## src/rtl/hs_toggle_to_rtz_bridge.sv

```systemverilog
module hs_toggle_to_rtz_bridge #(
  parameter int DATA_W = 16
) (
  input  logic              clk,
  input  logic              rst_n,
  input  logic              tog_req_i,
  input  logic [DATA_W-1:0] tog_data_i,
  output logic              tog_ack_o,
  output logic              lvl_req_o,
  output logic [DATA_W-1:0] lvl_data_o,
  input  logic              lvl_ack_i,
  output logic              proto_err_o
);

  typedef enum logic [1:0] {S_IDLE, S_LOAD, S_HOLD, S_DROP} state_t;

  state_t st;
  logic   req_seen;
  logic   new_evt;

  assign new_evt = tog_req_i ^ req_seen;

  always_ff @(posedge clk) begin
    if (!rst_n) begin
      st          <= S_IDLE;
      req_seen    <= 1'b0;
      tog_ack_o   <= 1'b0;
      lvl_req_o   <= 1'b0;
      lvl_data_o  <= '0;
      proto_err_o <= 1'b0;
    end else begin
      if (st != S_IDLE && new_evt)
        proto_err_o <= 1'b1;
      case (st)
        S_IDLE: if (new_evt) begin
          lvl_data_o <= tog_data_i;
          req_seen   <= tog_req_i;
          st         <= S_LOAD;
        end
        S_LOAD: begin
          lvl_req_o <= 1'b1;
          st        <= S_HOLD;
        end
        S_HOLD: if (lvl_ack_i) begin
          lvl_req_o <= 1'b0;
          st        <= S_DROP;
        end
        S_DROP: if (!lvl_ack_i) begin
          tog_ack_o <= ~tog_ack_o;
          st        <= S_IDLE;
        end
        default: st <= S_IDLE;
      endcase
    end
  end

endmodule

```

## config.mk

```make
export PLATFORM = sky130hd
export DESIGN_NAME = hs_toggle_to_rtz_bridge
export DESIGN_NICKNAME = d
export VERILOG_FILES = /design/src/rtl/hs_toggle_to_rtz_bridge.sv
export SDC_FILE = /design/constraint.sdc
export NUM_CORES = 1
export LEC_CHECK = 0
export BUFFER_PORTS_ARGS = -buffer_cell sky130_fd_sc_hd__buf_2
export CAP_MARGIN = 10
export CORE_ASPECT_RATIO = 1.25
export CORE_MARGIN = 10
export CORE_UTILIZATION = 42
export CTS_CLUSTER_DIAMETER = 150
export DETAILED_ROUTE_END_ITERATION = 6
export PLACE_DENSITY_LB_ADDON = 0.2
export SLEW_MARGIN = 40
export SYNTH_ARGS = -nofsm -noshare
export SYNTH_HDL_FRONTEND = slang
export SYNTH_SLANG_ARGS = --single-unit
export TNS_END_PERCENT = 100
```

## constraint.sdc

```tcl
create_clock -name clk -period 1.29 [get_ports clk]
set_input_delay 0.258 -clock clk [delete_from_list [all_inputs] [get_ports clk]]
set_output_delay 0.258 -clock clk [all_outputs]
set_load 0.02 [all_outputs]
```

==> reports/results.ini <==
[floorplan]
die_area_um2 = 4824
pin_count = 39
start_util_pct = 45.32
core_area_um2 = 2258
rows = 19
die_y_um = 75.19
die_w_um = 64.16

[clock_network]
holdBufCountCts = 0
cts_buffers = 3
cts_buffer_depth = 2
insertion_delay_ps = 300
cts_sinks = 22
h-tree-depth = 1
path_clk_slew_ps = 120
cts_tree = yes
cts_root_buf = clkbuf_4

[setup_path]
crit_start = req_seen
timing.rr.end = lvl_data_o[8]
worstSetupPathType = flip-flop to flip-flop
worstPathArrival_ps = 1460
cp.required_ps = 1520
reg2reg_from = req_seen
worstPathMaxFanout = 16
crit_end = lvl_data_o[8]
cp-end-kind = flip-flop
reg2reg_slack_ps = 60
ff2ff_path_depth = 4
start_kind = flip-flop

[power]
power_mw = 2.721
power.switching_mw = 1.128
intPower_mw = 1.593
powerDensity_nw_per_um2 = 2029
combPwrFrac_pct = 52.9
swShare_pct = 41.46
p_seq_share_pct = 36.0
clock_power_share_pct = 11.2
peakVddDrop_uv = 1321
leakage_nw = 0.6006

[run]
drv_cap = 0

[synthesis]
ys_ff_latch = 22
syn_inst = 106
mappedNetlistNets = 131
async_flop_share_pct = 0
synthFlopType = dfxtp_1
yosysTopAreaCell = dfxtp_1
seq_area_frac_synth_pct = 43.03
synth_commonest_cells = dfxtp_1, o21ai_0, nand3_1, a21boi_1, a21boi_0
synth_top_area_share_pct = 43.03
synth.area.top_cells = dfxtp_1, o21ai_0, nand3_1
synth_area_um2 = 1023
avgSynthCellArea_um2 = 9.655
synth_enable_flop_cells = 0
yosys.cell_types.count = 23
yosysMostFrequentCell = dfxtp_1
yosys_warnings = 0

[placed_design]
placed_cells = 176
placed_area_um2 = 1255
placement.io_buffers = 38
post-dp-hpwl_mm = 1.882
place_ws_ps = -121.5
place_congestion = 0.7851

[run_status]
outcome = finished, final reports clean

[sta]
clock-skew-final_ps = 6.813
finalHoldViolCount = 0
setup_viol = 0
worst_slack_ps = 55.54
tns_ps = 0
min_period_ps = 1234
rsz0062_at_grt = true
timing.fmax_mhz = 810.1
worst_slew_pin_slew_ps = 349.3
holdWs_ps = 190.3
finalMaxSlewViolations = 0
finalCritPeriodShare_pct = 95.69
slew_headroom_pct = 76.71

[min_path]
hp-class = input pin to flip-flop

[global_routing]
track_usage_pct = 10.68
grt_max_degree = 25
grt_pass1_vias = 935
grt_pass1_wl_mm = 4.202
antenna_found_initial = 0
grt_overflow = 0

[cells_and_area]
seq_area_um2 = 449.2
drive_gt1_share_pct = 42.67
multiInputGateArea_um2 = 549.3
utilization_pct = 59.39
antenna_cells = 0
stdcell_count = 181
nFillCells = 227
syn2layout_area_growth_pct = 31.05
nNetsFinal = 177
fin_area_um2 = 1341

[route]
first_iter_violations = 33
vias = 883
wl_per_cell_um = 14.09
viasPerCell = 4.878
drc_errors = 0
dr.pass1.iters = 4
postRouteAntennaNets = 0
drt-total-wl_mm = 2.550

[layout by cell type (no fill, tap or decap), types with 3 or more instances in the layout]
master,count
buf_2,38
dfxtp_1,19
o21ai_0,17
nand3_1,16
a21boi_1,10
buf_4,10
a21boi_0,6
nor2b_1,4
nand2_1,4
mux2i_1,3
clkbuf_4,3
[registers in the layout (all words and copies together) (netlist names)]
name         cells
lvl_data_o      16
st               2
lvl_req_o        1
proto_err_o      1
req_seen         1
tog_ack_o        1
[how the worst min path moves through the flow]
| stage | from | end | cells after the start |
|---|---|---|---|
| after floorplan | tog_data_i[0] | lvl_data_o[0] | 2 |
| after global placement | lvl_data_o[0] | lvl_data_o[0] | 2 |
| after detailed placement | lvl_data_o[1] | lvl_data_o[1] | 2 |
| after CTS | tog_data_i[4] | lvl_data_o[4] | 3 |
| after global routing | tog_data_i[0] | lvl_data_o[0] | 3 |
| final | tog_data_i[1] | lvl_data_o[1] | 3 |
[logic make-up after synthesis]
kind of cell | count (synthesis) | synth area share [%]
AND/OR/NAND/NOR | 27 | 13.57
adder cells (fa/ha/maj) | 5 | 6.112
flip-flops | 22 | 43.03
XOR/XNOR | 3 | 4.035
buffers and inverters | 10 | 6.723
multiplexers | 3 | 2.934
AO/OA/AOI/OAI | 36 | 23.59
[power by group through the flow]
stage                     combinational [mW]  sequential, mW  clock [mW]
final                                   1.44           0.978       0.304
after global routing                    1.60            1.00       0.346
after CTS                               1.37           0.952       0.316
after detailed placement                1.30           0.967           0
after global placement                  1.27           0.956           0
after floorplan                        0.785            1.12           0
[routing by layer]
metal	GRT usage, %	routed length (um)	vias up
met5	0	0	-
met4	5.238	13	0
met3	3.412	163	2
met2	18.94	1268	19
met1	11.33	1105	406
li1	-	-	456
[layout make-up]
| cell class | instances | share of cell area, % |
|---|---|---|
| sequential | 22 | 33.49 |
| inverter | 3 | 1.213 |
| multi-input combinational | 74 | 40.95 |
| timing repair buffer | 48 | 19.78 |
| tap | 31 | 2.892 |
| clock buffer | 3 | 1.679 |
[worst max-delay path: stages, from the launching register on]
cell and delay (ps):
dfxtp_2 370, xnor2_2 230, buf_4 240, o21ai_0 110, a21boi_0 210
[repair_timing]
| item | in CTS | in global routing |
|---|---|---|
| endpoints found under the hold margin | 0 | 0 |
| endpoints found under the setup margin | 20 | 15 |
| pin swaps | 0 | 2 |
| resized for setup | 7 | 9 |
| buffers inserted | 1 | 1 |
Note: power is estimated with default switching activity, not from simulation.
